[config.mk]
export PLATFORM = sky130hd
export DESIGN_NAME = chsel_ctrl
export DESIGN_NICKNAME = d
export VERILOG_FILES = /design/src/rtl/chsel_pkg.sv /design/src/rtl/chsel_glitch_filter.sv /design/src/rtl/chsel_bus_fsm.sv /design/src/rtl/chsel_ctrl.sv
export SDC_FILE = /design/constraint.sdc
export NUM_CORES = 1
export LEC_CHECK = 0
export BUFFER_PORTS_ARGS = -buffer_cell sky130_fd_sc_hd__clkbuf_2
export CAP_MARGIN = 15
export CORE_UTILIZATION = 45
export DETAILED_ROUTE_END_ITERATION = 6
export SYNTH_ARGS = -nofsm -noshare
export SYNTH_HDL_FRONTEND = slang
export SYNTH_SLANG_ARGS = --single-unit
[constraint.sdc]
create_clock -name clk -period 1.75 [get_ports clk]
set_input_delay 0.35 -clock clk [delete_from_list [all_inputs] [get_ports clk]]
set_output_delay 0.35 -clock clk [all_outputs]
set_load 0.03 [all_outputs]
[src/rtl/chsel_pkg.sv]
package chsel_pkg;

    localparam int BYTE_W    = 8;
    localparam int ADDR_W    = 7;
    localparam int STRAP_W   = 3;
    localparam int BITCNT_W  = $clog2(BYTE_W);
    localparam logic [ADDR_W-STRAP_W-1:0] FIXED_PART = 4'b1110;

    typedef enum logic [2:0] {
        ST_IDLE,
        ST_ADDR,
        ST_ADDR_ACK,
        ST_WR,
        ST_WR_ACK,
        ST_RD,
        ST_RD_ACK,
        ST_SKIP
    } link_state_t;

    typedef struct packed {
        logic start;
        logic stop;
        logic rise;
        logic fall;
    } bus_evt_t;

    function automatic bus_evt_t decode_events(input logic scl_now, input logic scl_prev,
                                               input logic sda_now, input logic sda_prev);
        bus_evt_t ev;
        ev.start = scl_now & scl_prev & sda_prev & ~sda_now;
        ev.stop  = scl_now & scl_prev & ~sda_prev & sda_now;
        ev.rise  = scl_now & ~scl_prev;
        ev.fall  = ~scl_now & scl_prev;
        return ev;
    endfunction

    function automatic logic addr_hit(input logic [ADDR_W-1:0] rx,
                                      input logic [STRAP_W-1:0] strap);
        return rx == {FIXED_PART, strap};
    endfunction

endpackage

[src/rtl/chsel_glitch_filter.sv]
module chsel_glitch_filter #(
    parameter int FILT_CYCLES = 6
) (
    input  logic clk,
    input  logic rst_n,
    input  logic raw,
    output logic filt
);
    localparam int CNT_W = $clog2(FILT_CYCLES + 1);

    logic [1:0]       sync_q;
    logic [CNT_W-1:0] run_cnt;

    always_ff @(posedge clk) begin
        if (!rst_n) begin
            sync_q  <= 2'b11;
            filt    <= 1'b1;
            run_cnt <= '0;
        end else begin
            sync_q <= {sync_q[0], raw};
            if (sync_q[1] == filt) begin
                run_cnt <= '0;
            end else if (run_cnt == CNT_W'(FILT_CYCLES - 1)) begin
                filt    <= sync_q[1];
                run_cnt <= '0;
            end else begin
                run_cnt <= run_cnt + 1'b1;
            end
        end
    end

    // a change of the filtered level needs the synchronized input to have held it
    assert_filter_run_R8: assert property (@(posedge clk) disable iff (!rst_n)
        !$stable(filt) |-> ($past(sync_q[1], 1) == filt && $past(sync_q[1], 2) == filt));

endmodule

[src/rtl/chsel_bus_fsm.sv]
module chsel_bus_fsm
    import chsel_pkg::*;
(
    input  logic               clk,
    input  logic               rst_n,
    input  logic               scl_f,
    input  logic               sda_f,
    input  logic [STRAP_W-1:0] strap,
    output logic               sda_oe,
    output logic [BYTE_W-1:0]  ctrl
);
    localparam logic [BITCNT_W-1:0] LAST_BIT = BITCNT_W'(BYTE_W - 1);

    link_state_t         state;
    logic                scl_p, sda_p;
    logic [BITCNT_W-1:0] bit_cnt;
    logic [BYTE_W-1:0]   shreg;
    logic [BYTE_W-1:0]   tx;
    logic                got_byte;
    logic                rw;
    logic                nack;
    bus_evt_t            ev;

    always_comb ev = decode_events(scl_f, scl_p, sda_f, sda_p);

    always_ff @(posedge clk) begin
        if (!rst_n) begin
            state    <= ST_IDLE;
            scl_p    <= 1'b1;
            sda_p    <= 1'b1;
            bit_cnt  <= '0;
            shreg    <= '0;
            tx       <= '0;
            got_byte <= 1'b0;
            rw       <= 1'b0;
            nack     <= 1'b0;
            sda_oe   <= 1'b0;
            ctrl     <= '0;
        end else begin
            scl_p <= scl_f;
            sda_p <= sda_f;
            if (ev.start) begin
                state    <= ST_ADDR;
                bit_cnt  <= '0;
                got_byte <= 1'b0;
                sda_oe   <= 1'b0;
            end else if (ev.stop) begin
                state    <= ST_IDLE;
                got_byte <= 1'b0;
                sda_oe   <= 1'b0;
            end else begin
                case (state)
                    ST_ADDR, ST_WR: begin
                        if (ev.rise) begin
                            shreg   <= {shreg[BYTE_W-2:0], sda_f};
                            bit_cnt <= bit_cnt + 1'b1;
                            if (bit_cnt == LAST_BIT) got_byte <= 1'b1;
                        end else if (ev.fall && got_byte) begin
                            got_byte <= 1'b0;
                            if (state == ST_WR) begin
                                sda_oe <= 1'b1;
                                state  <= ST_WR_ACK;
                            end else if (addr_hit(shreg[BYTE_W-1:1], strap)) begin
                                sda_oe <= 1'b1;
                                rw     <= shreg[0];
                                state  <= ST_ADDR_ACK;
                            end else begin
                                state <= ST_SKIP;
                            end
                        end
                    end
                    ST_ADDR_ACK: begin
                        if (ev.fall) begin
                            bit_cnt <= '0;
                            if (rw) begin
                                sda_oe <= ~ctrl[BYTE_W-1];
                                tx     <= {ctrl[BYTE_W-2:0], 1'b0};
                                state  <= ST_RD;
                            end else begin
                                sda_oe <= 1'b0;
                                state  <= ST_WR;
                            end
                        end
                    end
                    ST_WR_ACK: begin
                        if (ev.fall) begin
                            sda_oe  <= 1'b0;
                            ctrl    <= shreg;
                            bit_cnt <= '0;
                            state   <= ST_WR;
                        end
                    end
                    ST_RD: begin
                        if (ev.fall) begin
                            if (bit_cnt == LAST_BIT) begin
                                sda_oe  <= 1'b0;
                                bit_cnt <= '0;
                                state   <= ST_RD_ACK;
                            end else begin
                                sda_oe  <= ~tx[BYTE_W-1];
                                tx      <= {tx[BYTE_W-2:0], 1'b0};
                                bit_cnt <= bit_cnt + 1'b1;
                            end
                        end
                    end
                    ST_RD_ACK: begin
                        if (ev.rise) begin
                            nack <= sda_f;
                        end else if (ev.fall) begin
                            if (!nack) begin
                                sda_oe <= ~ctrl[BYTE_W-1];
                                tx     <= {ctrl[BYTE_W-2:0], 1'b0};
                                state  <= ST_RD;
                            end else begin
                                state <= ST_SKIP;
                            end
                        end
                    end
                    default: ;
                endcase
            end
        end
    end

    // the register only moves on the cycle after the write acknowledge clock ended
    assert_commit_after_ack_R5: assert property (@(posedge clk) disable iff (!rst_n)
        !$stable(ctrl) |-> ($past(state) == ST_WR_ACK && !scl_f));

    // the pull-low enable never moves while the filtered clock was high
    assert_sda_moves_scl_low_R7: assert property (@(posedge clk) disable iff (!rst_n)
        !$stable(sda_oe) |-> !$past(scl_f));

    // once acknowledging a data byte, the line is held low while the clock is high
    assert_ack_held_R2: assert property (@(posedge clk) disable iff (!rst_n)
        (state == ST_WR_ACK && scl_f) |-> (sda_oe && !sda_f));

    // in the master acknowledge slot of a read, the target is not driving
    assert_rd_ack_released_R6: assert property (@(posedge clk) disable iff (!rst_n)
        (state == ST_RD_ACK && scl_f) |-> !sda_oe);

endmodule

[src/rtl/chsel_ctrl.sv]
module chsel_ctrl
    import chsel_pkg::*;
#(
    parameter int FILT_CYCLES = 6
) (
    input  logic               clk,
    input  logic               rst_n,
    input  logic               scl_in,
    input  logic               sda_in,
    input  logic [STRAP_W-1:0] strap,
    output logic               sda_pull,
    output logic [BYTE_W-1:0]  ch_en
);
    localparam int N_LINES = 2;

    logic [N_LINES-1:0] raw_lines;
    logic [N_LINES-1:0] clean_lines;

    assign raw_lines = {sda_in, scl_in};

    for (genvar g = 0; g < N_LINES; g++) begin : g_line
        chsel_glitch_filter #(
            .FILT_CYCLES(FILT_CYCLES)
        ) u_filt (
            .clk  (clk),
            .rst_n(rst_n),
            .raw  (raw_lines[g]),
            .filt (clean_lines[g])
        );
    end

    chsel_bus_fsm u_fsm (
        .clk   (clk),
        .rst_n (rst_n),
        .scl_f (clean_lines[0]),
        .sda_f (clean_lines[1]),
        .strap (strap),
        .sda_oe(sda_pull),
        .ctrl  (ch_en)
    );

    // leaving reset, all channels are open and the line is released
    assert_reset_opens_R1: assert property (@(posedge clk) disable iff (!rst_n)
        $rose(rst_n) |-> (ch_en == '0 && !sda_pull));

endmodule

After elaboration in Yosys (flattened, before gate mapping)
Index checks and enable logic that the tools add are counted.
Word-level totals
  memories kept: 0
  output and inout bits: 9
  latch bits: 0
  bits in read-only memories: 0
  bits in writable memories: 0
  word-level logic and storage cells: 144
  bits in registers: 48
Operators by class
  div/mod/pow operators: 0
  $lt $le $gt $ge: 0
  reductions and logical operators: 24
  multipliers: 0
  bitwise gates (word level): 20
  muxes and demuxes: 44
  equal/unequal tests: 35
  add/sub/neg operators: 3
  shifts and indexed selects: 0
Operators by type and width (number)
  two-way mux 8 bit: 7
  two-way mux 3 bit: 15
  != test 4 x 1 -> 1 bit, second input constant: 6
  case mux 8 bit (3 select lines): 1
  AND reduction 10 bit: 2
  equality test 3 bit, second input constant: 6
  != test 2 x 1 -> 1 bit, second input constant: 9
  AND reduction 9 bit: 2
  two-way mux 1 bit: 17
  case mux 3 bit (5 select lines): 1
  NOT 1 bit: 13
  AND reduction 4 bit: 3
  != test 2 bit, second input constant: 5
  adder 3 x 1 -> 3 bit, second input constant: 3
  case mux 3 bit (3 select lines): 1
  OR reduction 3 bit: 3
  != test 4 x 2 -> 1 bit, second input constant: 2
  AND 1 bit: 7
  equality test 7 bit: 1
  AND reduction 7 bit: 1
  nonzero test 7 bit: 1
  equality test 3 x 2 -> 1 bit, second input constant: 2
  nonzero test 3 bit: 2
  OR reduction 2 bit: 3
  other kinds (11): 13

Depth between registers and ports, before layout
  depth in word-level cells: 8
  mapped depth: 8

Hierarchy
From an unflattened synthesis, not the netlist that was laid out.
Unflattened totals
  cell total of the unflattened synthesis: 249
  area total of the unflattened synthesis: 2362.3 um^2
By module, submodules not included
  chsel_bus_fsm: area an instance 1889.3 um^2, times used 1, cells each 205
  chsel_glitch_filter: area an instance 236.5 um^2, times used 2, cells each 22

Worst setup path after synthesis
OpenSTA, ideal clock, no wires.
  path type: register to register
  start point: register u_fsm.bit_cnt[0]
  end point: register u_fsm.tx[2]
  library setup time: 116 ps
  slack: 12 ps
  stages on the path, launching flop included: 9
  period minus slack after synthesis: 1738 ps
  data arrival time: 1622 ps
  cell sequence: dfxtp_1 > ha_1 > ha_1 > nand2b_1 > and2b_1 > a21o_4 > and2_4 > buf_6 > o211a_1
On the way
  longest elaborated chain between the ends: 3
RTL lines
  start, declared: line chsel_bus_fsm.sv:16  | logic [BITCNT_W-1:0] bit_cnt;
  start signal, assigned: line chsel_bus_fsm.sv:56  | bit_cnt <= bit_cnt + 1'b1;
  start signal, assigned: line chsel_bus_fsm.sv:102  | bit_cnt <= bit_cnt + 1'b1;
  equality test 3 bit: line chsel_bus_fsm.sv:95  | if (bit_cnt == LAST_BIT) begin
  != test 2 bit (no line)
  AND reduction 10 bit (no line)
  end signal, assigned: line chsel_bus_fsm.sv:77  | tx <= {ctrl[BYTE_W-2:0], 1'b0};
  end signal, assigned: line chsel_bus_fsm.sv:101  | tx <= {tx[BYTE_W-2:0], 1'b0};
  end signal, assigned: line chsel_bus_fsm.sv:112  | tx <= {ctrl[BYTE_W-2:0], 1'b0};
  end, declared: line chsel_bus_fsm.sv:18  | logic [BYTE_W-1:0] tx;
No other way between the ends.
A chain may end at the register's enable or synchronous reset.

Worst setup path in the final report
  start point: register u_fsm.bit_cnt[0]
  end point: register u_fsm.tx[3]
The elaborated chain is that of the path after synthesis.

==> metrics <==
status finished, final reports clean; antenna-violating nets left 0; period utilisation layout 0.9630; CTS clk-pin slew, worst paths 0.09 ns; post-route cell area 0.002654 mm2; DRT Pass-1 Iters 4; prevailing post-synth register cell dfxtp_1; Gate Count Post-Synth 255; layout cells sized above 1 0.2218; top-count cell post-synth dfxtp_1; P_sw 0.3998 mW; Crit. End Element register; CP top delay family simple AND/OR/NAND/NOR gates; Unique masters post-synth 46; Synth async-reset ratio 0; vias 1858; Mean Syn Cell Area 8.866 um2; Post-Route WL 4.574 mm; share of the synthesized area in the top cell type 0.4162; DRT iter0 DRCs 105; Tot GR Track Use 0.1813; slowest cell delay on critical path 0.34 ns; core area 0.004786 mm2; worst-path cell chain ha_2 > ha_4 > nand2b_4 > and2b_2 > a21o_4 > and2_4 > o211a_1; global-route wire length before repair 7.314 mm; Area growth syn-to-layout 17.38%; die area 0.005311 mm2; wire per inst 13.03 um; Mapped Area 0.002261 mm2; Syn Nets 268; Area contributors post-synth dfxtp_1 42%, mux2i_1 6.2%, nand2_1 6.1%; largest area contributor in the netlist dfxtp_1; antenna violations before repair 0; vias per cell 5.293; commonest cells in the netlist 47 x dfxtp_1, 37 x nand2_1, 19 x nor2_1; Synth warnings 0; chip width 72.88 um; power density over the cells 739.9 mW/mm2; Hold Path Class in2reg; post-synthesis sequential area ratio 0.4162; clk buf depth 2; Starting Density 0.4724; Fin. Hold Viols 0; Flop pwr share 0.548; P_int 1.564 mW; Die Ht 72.88 um; htree depth 2; Total Nets Final 296; Slowest-stage cell, CP dfxtp_2; diode count 0; Post-DP Area 0.002466 mm2; pin count of the biggest net entering global routing 35; final worst setup slack 0.06476 ns; R2R Setup Slk 0.06 ns; fmax 593.4 MHz; Clock Power Share 0.430; crit path buf inv count 0; CTS Root Cell clkbuf_8; CP Launch Type register; Ports 16; GPL Wtd Cong 0.8460; number of synthesized flops with an enable pin 0; Pwr Total 1.964 mW; #FFs+latches synth 47; cell row count 25; number of CTS-inserted buffers 5; WP data arrival 1.88 ns; HPWL Detailed 3.169 mm; worst-path maximum fanout 7; Clock Latency Late Sink 0.30 ns; MaxCap Viol Count 0; clk_skew 0.007822 ns; grt total ovfl 0; Logic pwr share 0.022; Worst Path Required 1.94 ns; Max IR drop VDD 0.5061 mV; Critical Setup Path Class reg2reg; fin crit period 1.685 ns; PortBufs 15; Leak 1.142 nW; max-slew violations 0; number of global-route vias before repair 1578; drc violations 0; Sw Ratio 0.2036; # setup viols final 0; # clock sinks 47; Slew @ Worst Pin 0.4635 ns; Slew headroom 0.6906; RSZ-0062 raised after global routing false; CTS tree built; post-place setup slack -0.02430 ns
final timing paths:
kind | startpoint | cells after the start | end
worst min-delay path | scl_in | 2 | g_line[0].u_filt.sync_q[0]
worst min register to register | g_line[1].u_filt.sync_q[0] | 1 | g_line[1].u_filt.sync_q[1]
worst max register to register | u_fsm.bit_cnt[0] | 7 | u_fsm.tx[3]
worst max-delay path | u_fsm.bit_cnt[0] | 7 | u_fsm.tx[3]
cells in the final DEF, fill, tap and decap left out, types with 2 or more instances in the layout:
cell type	Yosys	final
inv_1	6	6
a22oi_1	2	2
nand2_1	37	37
a21boi_0	15	15
nor2b_4	2	2
nor2_1	19	19
dfxtp_2	0	2
a31oi_1	3	3
a21oi_1	6	6
ha_1	6	4
clkbuf_2	0	15
o211a_1	6	6
o21ai_0	17	17
dfxtp_1	47	45
nand2b_1	10	9
nand3_1	15	15
o21a_1	2	2
clkbuf_8	0	6
xor2_1	5	5
mux2i_1	14	14
buf_4	2	19
nor2b_2	1	2
nor2b_1	5	4
through the flow:
stage	utilization	hold WS [ns]	TNS (ns)	cells
after floorplan	-	0.3863	0	255
after global placement	0.5153	0.3939	0	338
after detailed placement	0.5153	0.3988	-0.04286	338
after CTS	0.5446	0.2147	0	347
after global routing	0.5545	0.2139	0	351
final	0.5545	0.2256	0	351
cell families after synthesis:
kind of cell,synth area share
flip-flops,0.4162
adder cells (fa/ha/maj),0.03320
multiplexers,0.06198
buffers and inverters,0.04482
AND/OR/NAND/NOR,0.2330
AO/OA/AOI/OAI,0.1876
XOR/XNOR,0.02324
sequential cells by signal, summed over array words and instances, names as in the netlist:
signal	flops
u_fsm.nack	1
u_fsm.shreg	8
g_line.u_filt.filt	2
g_line.u_filt.sync_q	4
g_line.u_filt.run_cnt	6
u_fsm.ctrl	8
u_fsm.state	3
u_fsm.sda_p	1
u_fsm.tx	7
u_fsm.bit_cnt	3
u_fsm.rw	1
u_fsm.got_byte	1
u_fsm.sda_oe	1
u_fsm.scl_p	1
power groups by stage:
stage	logic, mW	registers (mW)	clock network (mW)
after floorplan	0.0278	1.10	0
after global routing	0.0484	1.08	0.901
after detailed placement	0.0434	1.10	0
after CTS	0.0437	1.08	0.874
final	0.0431	1.08	0.844
after global placement	0.0431	1.10	0
routing by layer:
| metal | vias to the layer above | wire length [um] | track usage |
|---|---|---|---|
| li1 | 936 | - | - |
| met1 | 863 | 2205 | 0.2364 |
| met2 | 46 | 2045 | 0.2762 |
| met3 | 13 | 194 | 0.04696 |
| met4 | 0 | 128 | 0.09368 |
| met5 | - | 0 | 0 |
area by class of cell:
class / instances / area (um2)
sequential: 47 / 943.4
clock inverter: 2 / 38.79
tap: 67 / 83.83
clock buffer: 6 / 82.58
fill: 447 / 2132
multi-input combinational: 188 / 1245
inverter: 6 / 22.52
timing repair buffer: 35 / 237.7
timing repair:
action	4_1_cts	5_1_grt
pin swaps	0	1
resized for setup	4	4
setup endpoints to repair	7	11
setup buffers	1	4
hold buffers	0	0
No activity file was read; power rests on OpenSTA's default activity.
